### src/rtl/spi_byte_master.sv
module spi_byte_master #(
  parameter int ADDR_W = 3
) (
  input  logic              clk,
  input  logic              rst_n,
  input  logic [ADDR_W-1:0] bus_addr,
  input  logic              bus_wr,
  input  logic              bus_rd,
  input  logic [7:0]        bus_wdata,
  output logic [7:0]        bus_rdata,
  output logic              sck,
  output logic              mosi,
  input  logic              miso,
  output logic              irq
);
  localparam int CNT_W = 9;
  localparam logic [ADDR_W-1:0] A_MODE = ADDR_W'(0);
  localparam logic [ADDR_W-1:0] A_RXD  = ADDR_W'(1);
  localparam logic [ADDR_W-1:0] A_TXD  = ADDR_W'(2);
  localparam logic [ADDR_W-1:0] A_CTL  = ADDR_W'(3);
  localparam logic [ADDR_W-1:0] A_STAT = ADDR_W'(4);
  localparam logic [ADDR_W-1:0] A_DIV  = ADDR_W'(6);

  logic [7:0]       mode_q, txd_q, rxd_q, div_q, tx_sh, rx_sh;
  logic [CNT_W-1:0] cnt_q;
  logic [3:0]       edge_q;
  logic             busy_q, rdy_q, fin_q, tail_q, sck_int;

  function automatic logic [7:0] flip(input logic [7:0] v);
    for (int i = 0; i < 8; i++) flip[i] = v[7-i];
  endfunction

  wire en       = mode_q[3];
  wire smp_lead = mode_q[4];
  wire lsb      = mode_q[2];
  wire cpol     = mode_q[1];
  wire loop_en  = mode_q[0];

  wire [CNT_W-1:0] half_m1 = {div_q, 1'b1};
  wire leading   = ~edge_q[0];
  wire shin      = loop_en ? tx_sh[7] : miso;
  wire do_sample = smp_lead ? leading : ~leading;
  wire do_shift  = smp_lead ? ~leading : (leading && edge_q != 4'd0);
  wire start     = bus_wr && bus_addr == A_CTL && bus_wdata[0] && en && !busy_q;
  wire rd_rx     = bus_rd && bus_addr == A_RXD;

  always_ff @(posedge clk) begin
    if (!rst_n) begin
      mode_q <= '0; txd_q <= '0; rxd_q <= '0; div_q <= '0;
      tx_sh <= '0; rx_sh <= '0; cnt_q <= '0; edge_q <= '0;
      busy_q <= 1'b0; rdy_q <= 1'b0; fin_q <= 1'b0; tail_q <= 1'b0;
      sck_int <= 1'b0;
    end else begin
      if (bus_wr) begin
        case (bus_addr)
          A_MODE:  mode_q <= {3'b000, bus_wdata[4:0]};
          A_TXD:   txd_q  <= bus_wdata;
          A_DIV:   div_q  <= bus_wdata;
          default: ;
        endcase
      end
      if (rd_rx) rdy_q <= 1'b0;
      if (!en) begin
        busy_q <= 1'b0; fin_q <= 1'b0; tail_q <= 1'b0; sck_int <= 1'b0;
      end else if (start) begin
        busy_q  <= 1'b1;
        cnt_q   <= '0;
        edge_q  <= '0;
        sck_int <= 1'b0;
        tx_sh   <= lsb ? flip(txd_q) : txd_q;
        rx_sh   <= '0;
      end else if (busy_q) begin
        if (tail_q) begin
          busy_q <= 1'b0;
          tail_q <= 1'b0;
        end else if (fin_q) begin
          rxd_q  <= lsb ? flip(rx_sh) : rx_sh;
          rdy_q  <= 1'b1;
          fin_q  <= 1'b0;
          tail_q <= 1'b1;
        end else if (cnt_q == half_m1) begin
          cnt_q   <= '0;
          sck_int <= ~sck_int;
          edge_q  <= edge_q + 4'd1;
          if (do_sample) rx_sh <= {rx_sh[6:0], shin};
          if (do_shift)  tx_sh <= {tx_sh[6:0], 1'b0};
          if (edge_q == 4'd15) fin_q <= 1'b1;
        end else begin
          cnt_q <= cnt_q + 1'b1;
        end
      end
    end
  end

  assign sck  = en ? (cpol ^ sck_int) : cpol;
  assign mosi = en & busy_q & tx_sh[7];
  assign irq  = rdy_q;

  always_comb begin
    case (bus_addr)
      A_MODE:  bus_rdata = mode_q;
      A_RXD:   bus_rdata = rxd_q;
      A_TXD:   bus_rdata = txd_q;
      A_STAT:  bus_rdata = {6'b0, busy_q, rdy_q};
      A_DIV:   bus_rdata = div_q;
      default: bus_rdata = 8'h00;
    endcase
  end
endmodule


### config.mk
export PLATFORM = sky130hd
export DESIGN_NAME = spi_byte_master
export DESIGN_NICKNAME = d
export VERILOG_FILES = /design/src/rtl/spi_byte_master.sv
export SDC_FILE = /design/constraint.sdc
export NUM_CORES = 1
export LEC_CHECK = 0
export ABC_CLOCK_PERIOD_IN_PS = 2600
export BUFFER_PORTS_ARGS = -buffer_cell sky130_fd_sc_hd__buf_2
export CAP_MARGIN = 25
export CORE_MARGIN = 2
export CORE_UTILIZATION = 35
export DETAILED_ROUTE_END_ITERATION = 8
export PLACE_DENSITY = 0.5
export REMOVE_ABC_BUFFERS = 1
export SLEW_MARGIN = 20
export SYNTH_ARGS = -nofsm -noshare
export SYNTH_HDL_FRONTEND = slang
export SYNTH_SLANG_ARGS = --single-unit
### constraint.sdc
create_clock -name clk -period 2.6 [get_ports clk]
set_input_delay 0.26 -clock clk [delete_from_list [all_inputs] [get_ports clk]]
set_output_delay 0.26 -clock clk [all_outputs]
set_load 0.05 [all_outputs]
# [Word level (Yosys, flattened, before mapping)]
# Index checks and enable logic that the tools add are counted.
[totals] ff_bits=63 output_inout_bits=11
[classes] add_sub_neg=2 n_eq_ne=9 muxes=43 bitwise_logic=10 reduce_logical=26
[op_table] cell="$mux W8" count=14
[op_table] cell="$mux W9" count=5
[op_table] cell="$pmux W8 S5" count=1
[op_table] cell="$mux W4" count=5
[op_table] cell="$mux W1" count=18
[op_table] cell="$reduce_and A6 Y1" count=2
[op_table] cell="$reduce_and A2 Y1" count=5
[op_table] cell="$reduce_and A5 Y1" count=2
[op_table] cell="$add A9 B1 Y9 const B" count=1
[op_table] cell="$eq A9 B9 Y1" count=1
[op_table] cell="$reduce_and A4 Y1" count=2
[op_table] cell="$reduce_bool A2 Y1" count=4
[op_table] cell="$not A1 Y1" count=7
[op_table] cell="$eq A3 B2 Y1 const B" count=2
[op_table] cell="$eq A3 B3 Y1 const B" count=2
[op_table] cell="$logic_and A1 B1 Y1" count=6
[op_table] cell="$add A4 B1 Y4 const B" count=1
[op_table] cell="$eq A4 B4 Y1 const B" count=1
[op_table] cell="$ne A2 B1 Y1 const B" count=2
[op_table] cell="$reduce_bool A4 Y1" count=1
[op_table] cell="$eq A3 B1 Y1 const B" count=1
[op_table] cell="$logic_not A3 Y1" count=1
[op_table] cell="$reduce_and A3 Y1" count=1
[op_table] cell="$reduce_or A3 Y1" count=1
[op_table] cell="3 further kinds" count=4

# [Longest topological paths before layout]
# Gate-level depths: netlist of run 1.
[logic_depth] ltp_word=9 ltp_mapped=7

# [Worst setup path before layout of run 1]
# OpenSTA, ideal clock, no wires.
[synth_timing] path_type="register -> output" startpoint="register mode_q[2]" endpoint="output port bus_rdata[2]" arrival_ps=2397 required_time_ps=2340 path_slack_ps=-57 stages_incl_launch_ff=7 path_buffers=2 cell_sequence="dfxtp_1 clkbuf_1 clkbuf_1 mux2i_1 nor2_1 a21oi_1 o21ai_0"
[synth_between] elab_chain_len=1
[synth_rtl] element="start, declared" line="24" source="logic [7:0] mode_q, txd_q, rxd_q, div_q, tx_sh, rx_sh;"
[synth_rtl] element="start signal, assigned" line="56" source="A_MODE: mode_q <= {3'b000, bus_wdata[4:0]};"
[synth_rtl] element="$pmux W8 S5" line="100" source="case (bus_addr)"
[synth_rtl] element="end, declared" line="10" source="output logic [7:0] bus_rdata,"
# No other way between the ends.

# [Final worst setup path of run 1]
[layout_timing] startpoint="register mode_q[3]" endpoint="register tx_sh[7]"
[layout_between] elab_chain_len=4
[layout_rtl] element="$logic_and A1 B1 Y1 (2 in series)" line="44" source="wire start = bus_wr && bus_addr == A_CTL && bus_wdata[0] && en && !busy_q;"
[layout_rtl] element="$ne A2 B1 Y1 (no source line) / $reduce_bool A2 Y1 (equally long branches)"
[layout_rtl] element="$reduce_and A6 Y1 (no source line)"
[layout_rtl] element="end signal, assigned" line="70" source="tx_sh <= lsb ? flip(txd_q) : txd_q;"
[layout_rtl] element="end signal, assigned" line="86" source="if (do_shift) tx_sh <= {tx_sh[6:0], 1'b0};"
[layout_rtl] element="end, declared" line="24"
# Several ways; a longest one is shown, not always the timed one.
# A chain may end at the register's enable or synchronous reset.

==> results of run 1 <==
-- sequential cells by signal (all words and copies together), names as in the netlist --
register,cells
rx_sh,8
fin_q,1
edge_q,4
mode_q,5
div_q,8
tx_sh,8
irq,1
cnt_q,9
tail_q,1
rxd_q,8
txd_q,8
busy_q,1
sck_int,1
-- logic make-up (layout without fill, tap and decap cells) --
kind of cell             after synthesis  count (layout)
multiplexers                          45              45
AND/OR/NAND/NOR                      136             136
buffers and inverters                 26              58
adder cells (fa/ha/maj)                3               3
AO/OA/AOI/OAI                         91              91
flip-flops                            63              63
XOR/XNOR                              11              11
-- cell usage after synthesis, types with 2 or more instances --
master / n / area [µm²]
mux2i_1: 37 / 370.4
a21oi_1: 27 / 135.1
or2_2: 2 / 12.51
a22oi_1: 3 / 22.52
nor3_1: 2 / 10.01
nand2_1: 56 / 210.2
dfxtp_1: 63 / 1261
ha_1: 3 / 37.54
a21boi_0: 16 / 120.1
nor2_1: 21 / 78.83
mux2_2: 8 / 90.09
and3_1: 5 / 31.28
o21ai_0: 25 / 125.1
o31ai_1: 3 / 22.52
o211a_1: 8 / 80.08
nand3_1: 9 / 45.04
and2_1: 4 / 25.02
clkbuf_1: 20 / 75.07
nor4_1: 2 / 12.51
xnor2_2: 2 / 32.53
nor4_4: 2 / 42.54
nand3b_1: 2 / 15.01
nor4b_1: 2 / 17.52
xnor2_1: 7 / 61.31
o21a_1: 3 / 22.52
or4_2: 2 / 17.52
o211ai_1: 3 / 22.52
buf_6: 2 / 22.52
or4_1: 7 / 52.55
nor2b_1: 12 / 75.07
inv_1: 3 / 11.26
xor2_1: 2 / 17.52
-- critical path, stage by stage, from the launching register on --
cell and delay (ns):
dfxtp_1 0.50, nand4bb_1 0.36, or3_1 0.51, nor4_4 0.20, buf_4 0.24, mux2i_1 0.21, a21oi_1 0.08
-- final cells by class --
type                    count  area, µm²
fillers                   944       5373
multi-input cells         286       1903
clock buffers              11      131.4
clock inverters             5      106.4
inverters                   3      11.26
well taps                 111      138.9
flip-flops and latches     63       1261
repair buffers             39      227.7
-- per-stage QoR --
stage | cells | util, %
final | 518 | 41.30
after global routing | 518 | 41.30
after CTS | 518 | 41.30
after detailed placement | 502 | 38.70
after global placement | 502 | 38.70
after floorplan | 352 | -
-- power by group --
part	switching, mW	internal, mW	leakage, nW
Clock	0.395	0.640	0.114
Sequential	0.0103	0.973	0.508
Combinational	0.0751	0.0448	0.780
-- worst paths after layout --
check,from,to,slack (ns),cells past startpoint
worst max register to register,mode_q[3],tx_sh[7],0.37,6
worst min-delay path,bus_wdata[3],div_q[3],0.20,3
worst max-delay path,mode_q[3],tx_sh[7],0.37,6
worst min register to register,div_q[2],div_q[2],0.50,2
-- metal layers --
layer | wire (µm) | vias to the layer above | track usage, % | part of all wire [%]
met1 | 4111 | 1278 | 22.84 | 49
met2 | 3981 | 29 | 29.03 | 48
met3 | 239 | 2 | 4.508 | 2.9
met5 | 0 | - | 0 | 0
met4 | 29 | 0 | 3.477 | 0.35
li1 | - | 1389 | - | -
==> results.sh, run 1 <==
export IMPL_status="completed"
export IMPL_path_clk_slew_ns=0.08
export IMPL_htreeDepth=3
export IMPL_clkLatencyLatePin_ns=0.34
export IMPL_synth_xor_area_share_pct=3.398
export IMPL_layout_common_cells="dfxtp_1, nand2_1, mux2i_1"
export IMPL_yosysSeqAreaShare_pct=38.49
export IMPL_finalClockSkew_ns=0.01390
export IMPL_cp_required_ns=2.81
export IMPL_drive_gt1_share_pct=17.44
export IMPL_gp_congestion=0.7796
export IMPL_netlist_area_um2=3277
export IMPL_grt_pass1_vias=2647
export IMPL_rows=35
export IMPL_grt_ovfl_total=0
export IMPL_period_share_pct=85.76
export IMPL_ctsResizeCount=0
export IMPL_ys_warn_count=0
export IMPL_drtIter0Drc=100
export IMPL_grt_usage_pct=17.42
export IMPL_die_y_um=100.8
export IMPL_firstDrtPassIters=4
export IMPL_dpl_cell_area_um2=3542
export IMPL_clockBufferDepth=2
export IMPL_ioPinCount=27
export IMPL_grt_max_degree=41
export IMPL_core_region_area_um2=9153
export IMPL_fin_ws_ns=0.3703
export IMPL_rsz0062_at_grt="no"
export IMPL_peakVddDrop_v=0.0002347
export IMPL_crit_arrival_ns=2.44
export IMPL_mostFrequentLayoutCell="dfxtp_1"
export IMPL_power_density_nw_per_um2=565.7
export IMPL_total_power_mw=2.138
export IMPL_drv_cap=0
export IMPL_cp_max_fo=8
export IMPL_area_growth_pct=15.35
export IMPL_critPathKind="reg -> reg"
export IMPL_cts_sinks=63
export IMPL_postCtsHoldBufs=0
export IMPL_place_ws_ns=0.3789
export IMPL_via_count=2698
export IMPL_ant_nets=0
export IMPL_synth_flop_cell="dfxtp_1"
export IMPL_dieArea_um2=10150
export IMPL_worst_pin_slew_ns=0.5979
export IMPL_muxShareOfSynthArea_pct=14.05
export IMPL_synth_seq_cells=63
export IMPL_finalWirelength_um=8361
export IMPL_wire_per_inst_um=16.14
export IMPL_max_freq_mhz=448.5
export IMPL_postSynthCellCount=375
export IMPL_vias_per_cell=5.208
export IMPL_design_area_um2=3780
export IMPL_num_antenna_cells=0
export IMPL_post_cts_setup_buffers=0
export IMPL_hold_class="in -> reg"
export IMPL_grt_pass1_wl_um=13670
export IMPL_cts_inserted_buffers=9
export IMPL_place_hpwl_um=6166
export IMPL_end_kind="flip-flop"
export IMPL_hold_viol=0
export IMPL_dieWidth_um=100.8
export IMPL_avgSynthCellArea_um2=8.738
export IMPL_final_nets=421
export IMPL_synth_adder_area_share_pct=1.145
export IMPL_leakagePower_nw=1.402
export IMPL_root_buffer="clkbuf_8"
export IMPL_yosysUniqueCellTypes=44
export IMPL_slew_headroom_pct=60.06
export IMPL_fin_setup_tns_ns=0
export IMPL_drcViolationCount=0
export IMPL_hold_slack_ns=0.1958
export IMPL_setup_viol=0
export IMPL_portBuffers=26
export IMPL_antenna_found_initial=0
export IMPL_start_util_pct=35.80
export IMPL_min_period_ns=2.230
export IMPL_drv_slew=0
export IMPL_synth_edf_count=0
export IMPL_cts_tree="done"
export IMPL_cp_start_kind="flip-flop"
export IMPL_async_flop_share_pct=0
export IMPL_yosys_area_share_simple_pct=21.99
export IMPL_synth_compound_area_share_pct=17.49
export IMPL_synth_top_family_by_area="simple AND/OR/NAND/NOR gates"
No activity file was read; power rests on OpenSTA's default activity.
==> run 2: changes to the inputs <==
==> constraint.sdc (replaced) <==
create_clock -name clk -period 2.6 [get_ports clk]
set_input_delay 0.26 -clock clk [delete_from_list [all_inputs] [get_ports clk]]
set_output_delay 0.26 -clock clk [all_outputs]
set_load 0.01 [all_outputs]
==> run 2 against run 1 <==
Maximum frequency decreased by 0.94%. Worst setup slack lost 0.021 ns. Cell area is 0.56% lower. Clock-buffer cell count unchanged. Power decreased by 2.4%. Clock skew shrank 0.011 ns. Worst hold slack got worse by 0.017 ns. Critical endpoint is now sck_int. Largest cell class unchanged.
==> results.sh, run 2 (same netlist as run 1, synthesis figures left out) <==
export IMPL_core_region_area_um2=9153
export IMPL_cts_sinks=63
export IMPL_finalWirelength_um=8393
export IMPL_fin_ws_ns=0.3492
export IMPL_hold_depth=3
export IMPL_grt_ovfl_total=0
export IMPL_portBuffers=26
export IMPL_hold_viol=0
export IMPL_grt_usage_pct=17.74
export IMPL_mostFrequentLayoutCell="dfxtp_1"
export IMPL_fin_setup_tns_ns=0
export IMPL_regMostFlops="cnt_q"
export IMPL_wire_per_inst_um=16.27
export IMPL_pwr_share_seq_pct=47.1
export IMPL_p_sw_uw=480.0
export IMPL_leakagePower_nw=1.390
export IMPL_ioPinCount=27
export IMPL_cts_tree="done"
export IMPL_antenna_found_initial=0
export IMPL_crit_arrival_ns=2.51
export IMPL_vias_per_cell=5.262
export IMPL_pwr_share_clk_pct=47.4
export IMPL_fillerInstances=947
export IMPL_path_clk_slew_ns=0.07
export IMPL_gp_congestion=0.8199
export IMPL_reg2regPathDepth=5
export IMPL_post_place_cells=500
export IMPL_grt_pass1_vias=2661
export IMPL_drv_cap=0
export IMPL_drtIter0Drc=114
export IMPL_firstDrtPassIters=4
export IMPL_min_period_ns=2.251
export IMPL_sw_frac_of_total_pct=23.01
export IMPL_area_growth_pct=14.70
export IMPL_cp_start_kind="flip-flop"
export IMPL_critPathKind="reg -> reg"
export IMPL_multi_input_area_um2=1903
export IMPL_setup_viol=0
export IMPL_worst_pin_slew_ns=0.8321
export IMPL_layout_common_cells="dfxtp_1, nand2_1, mux2i_1"
export IMPL_place_hpwl_um=6072
export IMPL_clkLatencyLatePin_ns=0.35
export IMPL_drcViolationCount=0
export IMPL_peakVddDrop_v=0.0002985
export IMPL_period_share_pct=86.57
export IMPL_htreeDepth=3
export IMPL_seqCellArea_um2=1261
export IMPL_dieWidth_um=100.8
export IMPL_dieArea_um2=10150
export IMPL_ctsResizeCount=0
export IMPL_via_count=2715
export IMPL_drive_gt1_share_pct=17.53
export IMPL_r2r_slack_ns=0.35
export IMPL_max_freq_mhz=444.3
export IMPL_postCtsHoldBufs=0
export IMPL_hold_class="in -> reg"
export IMPL_largest_register_ffs=9
export IMPL_status="completed"
export IMPL_final_cells=516
export IMPL_die_y_um=100.8
export IMPL_finalClockSkew_ns=0.003048
export IMPL_grt_max_degree=41
export IMPL_rsz0062_at_grt="no"
export IMPL_start_util_pct=35.80
export IMPL_root_buffer="clkbuf_8"
export IMPL_cts_inserted_buffers=9
export IMPL_final_nets=419
export IMPL_intPower_mw=1.606
export IMPL_clockBufferDepth=2
export IMPL_end_kind="flip-flop"
export IMPL_slew_headroom_pct=44.41
export IMPL_power_density_nw_per_um2=555.0
export IMPL_post_cts_setup_buffers=0
export IMPL_cp_required_ns=2.86
export IMPL_power_frac_comb_pct=5.4
export IMPL_num_antenna_cells=0
export IMPL_rows=35
export IMPL_ant_nets=0
export IMPL_cp_max_fo=11
export IMPL_drv_slew=0
export IMPL_place_ws_ns=0.3931
export IMPL_grt_pass1_wl_um=13810
## run 2: cell count changes in the layout (fill, tap and decap cells not counted)
| cell | previous run | this run |
|---|---|---|
| bufinv_16 | 3 | 2 |
| buf_4 | 13 | 11 |
| clkinv_2 | 0 | 1 |
| clkbuf_8 | 9 | 11 |
| clkinv_4 | 1 | 0 |
| clkbuf_1 | 2 | 0 |
| clkinvlp_4 | 1 | 2 |
## run 2: through the flow
step	power, mW	hold slack (ns)	utilization [%]	area (µm²)
after floorplan	1.060	0.3817	-	3176
after global placement	1.119	0.4914	38.54	3527
after detailed placement	1.119	0.4867	38.54	3527
after CTS	2.109	0.1656	41.07	3759
after global routing	2.162	0.1750	41.07	3759
final	2.086	0.1788	41.07	3759
## run 2: path summary, 6_finish.rpt
path,to,from
worst min-delay path,txd_q[6],bus_wdata[6]
worst min register to register,div_q[2],div_q[2]
worst max-delay path,sck_int,cnt_q[2]
worst max register to register,sck_int,cnt_q[2]
## run 2: routing by layer
layer,vias to the layer above,routed length [µm],global-route usage (%)
met5,-,0,0
met1,1272,4105,23.14
met4,0,87,5.479
li1,1390,-,-
met3,9,312,4.022
met2,44,3887,29.18
## run 2: worst max-delay path: stages, from the launching register on
cell and delay [ns]:
dfxtp_1 0.48, xnor2_2 0.17, nand3_4 0.14, or4_4 0.64, or4_1 0.50, a211oi_1 0.24
## run 2: area by class of cell
cell class / instances / area share (%)
Multi-Input combinational cell: 286 / 50.63
Sequential cell: 63 / 33.56
Timing Repair Buffer: 37 / 5.659
Clock buffer: 11 / 4.028
Tap cell: 111 / 3.695
Clock inverter: 5 / 2.130
Inverter: 3 / 0.2996
## run 2: power by group through the flow
stage | registers, mW | clock network, mW | logic (mW)
2_1_floorplan | 1.00 | 0 | 0.0562
3_3_place_gp | 1.01 | 0 | 0.114
3_5_place_dp | 1.01 | 0 | 0.114
4_1_cts | 0.983 | 1.01 | 0.114
5_1_grt | 0.984 | 1.05 | 0.125
6_report | 0.983 | 0.989 | 0.113
==> run 3: changes to the inputs <==
CORE_UTILIZATION = 30   (was 35)
PLACE_DENSITY = 0.45   (was 0.5)
==> run 3 against run 2 <==
First-iteration DRC count grew 69%. Cell count is 6.0% higher. Worst setup slack better by 0.029 ns. Sequential power is essentially flat. Largest power group is now registers.
==> results.sh, run 3 (same netlist as run 1, synthesis figures left out) <==
export IMPL_status="completed"
export IMPL_clkLatencyLatePin_ns=0.35
export IMPL_hold_viol=0
export IMPL_grt_pass1_vias=2636
export IMPL_drive_gt1_share_pct=17.94
export IMPL_critPathKind="reg -> reg"
export IMPL_drcViolationCount=0
export IMPL_power_frac_comb_pct=6.1
export IMPL_regMostFlops="cnt_q"
export IMPL_num_antenna_cells=0
export IMPL_slowest_delay_ns=0.64
export IMPL_vias_per_cell=4.925
export IMPL_firstDrtPassIters=4
export IMPL_htreeDepth=3
export IMPL_peakVddDrop_v=0.0002112
export IMPL_grt_usage_pct=16.04
export IMPL_slew_headroom_pct=55.90
export IMPL_finalWirelength_um=8724
export IMPL_post_cts_setup_buffers=0
export IMPL_r2r_slack_ns=0.38
export IMPL_end_kind="flip-flop"
export IMPL_rows=38
export IMPL_grt_max_degree=42
export IMPL_min_period_ns=2.222
export IMPL_via_count=2694
export IMPL_portBuffers=26
export IMPL_pwr_share_clk_pct=41.7
export IMPL_fillerInstances=1136
export IMPL_grt_pass1_wl_um=14140
export IMPL_finalClockSkew_ns=0.01320
export IMPL_cts_tree="done"
export IMPL_fin_setup_tns_ns=0
export IMPL_final_nets=421
export IMPL_cp_slowest_cell="or4_4"
export IMPL_cp_required_ns=2.86
export IMPL_dpl_cell_area_um2=3578
export IMPL_dieWidth_um=108.5
export IMPL_postCtsHoldBufs=0
export IMPL_pwr_share_seq_pct=52.2
export IMPL_intPower_mw=1.371
export IMPL_hold_class="in -> reg"
export IMPL_place_hpwl_um=6413
export IMPL_cp_top_family="simple AND/OR/NAND/NOR gates"
export IMPL_rsz0062_at_grt="no"
export IMPL_core_region_area_um2=10750
export IMPL_ant_nets=0
export IMPL_leakagePower_nw=1.377
export IMPL_setup_viol=0
export IMPL_crit_chain="xnor2_2, nand3_4, or4_4, or4_1, a211oi_1"
export IMPL_cp_num_buf_inv=0
export IMPL_clockBufferDepth=2
export IMPL_period_share_pct=85.47
export IMPL_design_area_um2=3759
export IMPL_crit_arrival_ns=2.49
export IMPL_power_density_nw_per_um2=501.3
export IMPL_wire_per_inst_um=15.95
export IMPL_cp_start_kind="flip-flop"
export IMPL_largest_register_ffs=9
export IMPL_cts_inserted_buffers=9
export IMPL_ctsResizeCount=0
export IMPL_ioPinCount=27
export IMPL_gp_congestion=0.7809
export IMPL_layout_common_cells="dfxtp_1, nand2_1, mux2i_1"
export IMPL_root_buffer="clkbuf_8"
export IMPL_drv_slew=0
export IMPL_start_util_pct=30.50
export IMPL_sw_frac_of_total_pct=27.21
export IMPL_antenna_found_initial=0
export IMPL_drv_cap=0
export IMPL_mostFrequentLayoutCell="dfxtp_1"
export IMPL_cp_max_fo=11
export IMPL_p_sw_uw=512.7
export IMPL_max_freq_mhz=450.0
export IMPL_die_y_um=108.5
export IMPL_cts_sinks=63
export IMPL_dieArea_um2=11780
export IMPL_worst_pin_slew_ns=0.6555
export IMPL_area_growth_pct=14.70
export IMPL_drtIter0Drc=193
export IMPL_path_clk_slew_ns=0.08
export IMPL_grt_ovfl_total=0
==> run 3: cell count changes in the layout (fill, tap and decap cells not counted) <==
| cell | before | now |
|---|---|---|
| buf_4 | 11 | 13 |
| bufinv_16 | 2 | 0 |
| clkinvlp_4 | 2 | 1 |
| inv_6 | 0 | 2 |
| clkinv_4 | 0 | 3 |
| clkbuf_8 | 11 | 9 |
==> run 3: stage by stage <==
stage	hold WS (ns)	instances	power (mW)	worst slack (ns)	util, %
finish	0.1829	547	1.884	0.3778	34.98
global route	0.1884	547	1.975	0.2881	34.98
CTS	0.1699	547	1.918	0.3531	34.98
detailed placement	0.4945	531	1.122	0.3819	33.30
global placement	0.4912	531	1.122	0.4259	33.30
floorplan	0.3817	352	1.060	0.5284	-
==> run 3: power groups by stage <==
stage	logic [mW]	registers, mW	clock network, mW
global placement	0.116	1.01	0
CTS	0.117	0.983	0.818
detailed placement	0.117	1.01	0
global route	0.129	0.984	0.862
finish	0.116	0.983	0.786
floorplan	0.0562	1.00	0
==> run 3: worst paths after layout <==
path,start,cells after the start,to
max,cnt_q[2],5,sck_int
min,bus_wdata[7],3,txd_q[7]
max reg2reg,cnt_q[2],5,sck_int
min reg2reg,div_q[2],2,div_q[2]
==> run 3: worst min-delay path, cell delays in order <==
cell and delay (ns):
buf_2 0.11, nand2_1 0.05, a21boi_0 0.06
==> run 3: per-layer routing <==
metal | vias up | share of wire (%) | GRT usage (%)
li1 | 1393 | - | -
met1 | 1256 | 50 | 21.88
met2 | 33 | 45 | 24.69
met3 | 12 | 3.2 | 3.978
met4 | 0 | 1.9 | 5.403
met5 | - | 0 | 0
==> run 3: area by class of cell <==
type / count / area (µm²) / share of cell area [%]
inverters: 3 / 11.26 / 0.2996
repair buffers: 39 / 227.7 / 6.059
clock buffers: 9 / 123.9 / 3.296
flip-flops and latches: 63 / 1261 / 33.56
well taps: 140 / 175.2 / 4.660
multi-input cells: 286 / 1903 / 50.63
clock inverters: 7 / 56.30 / 1.498
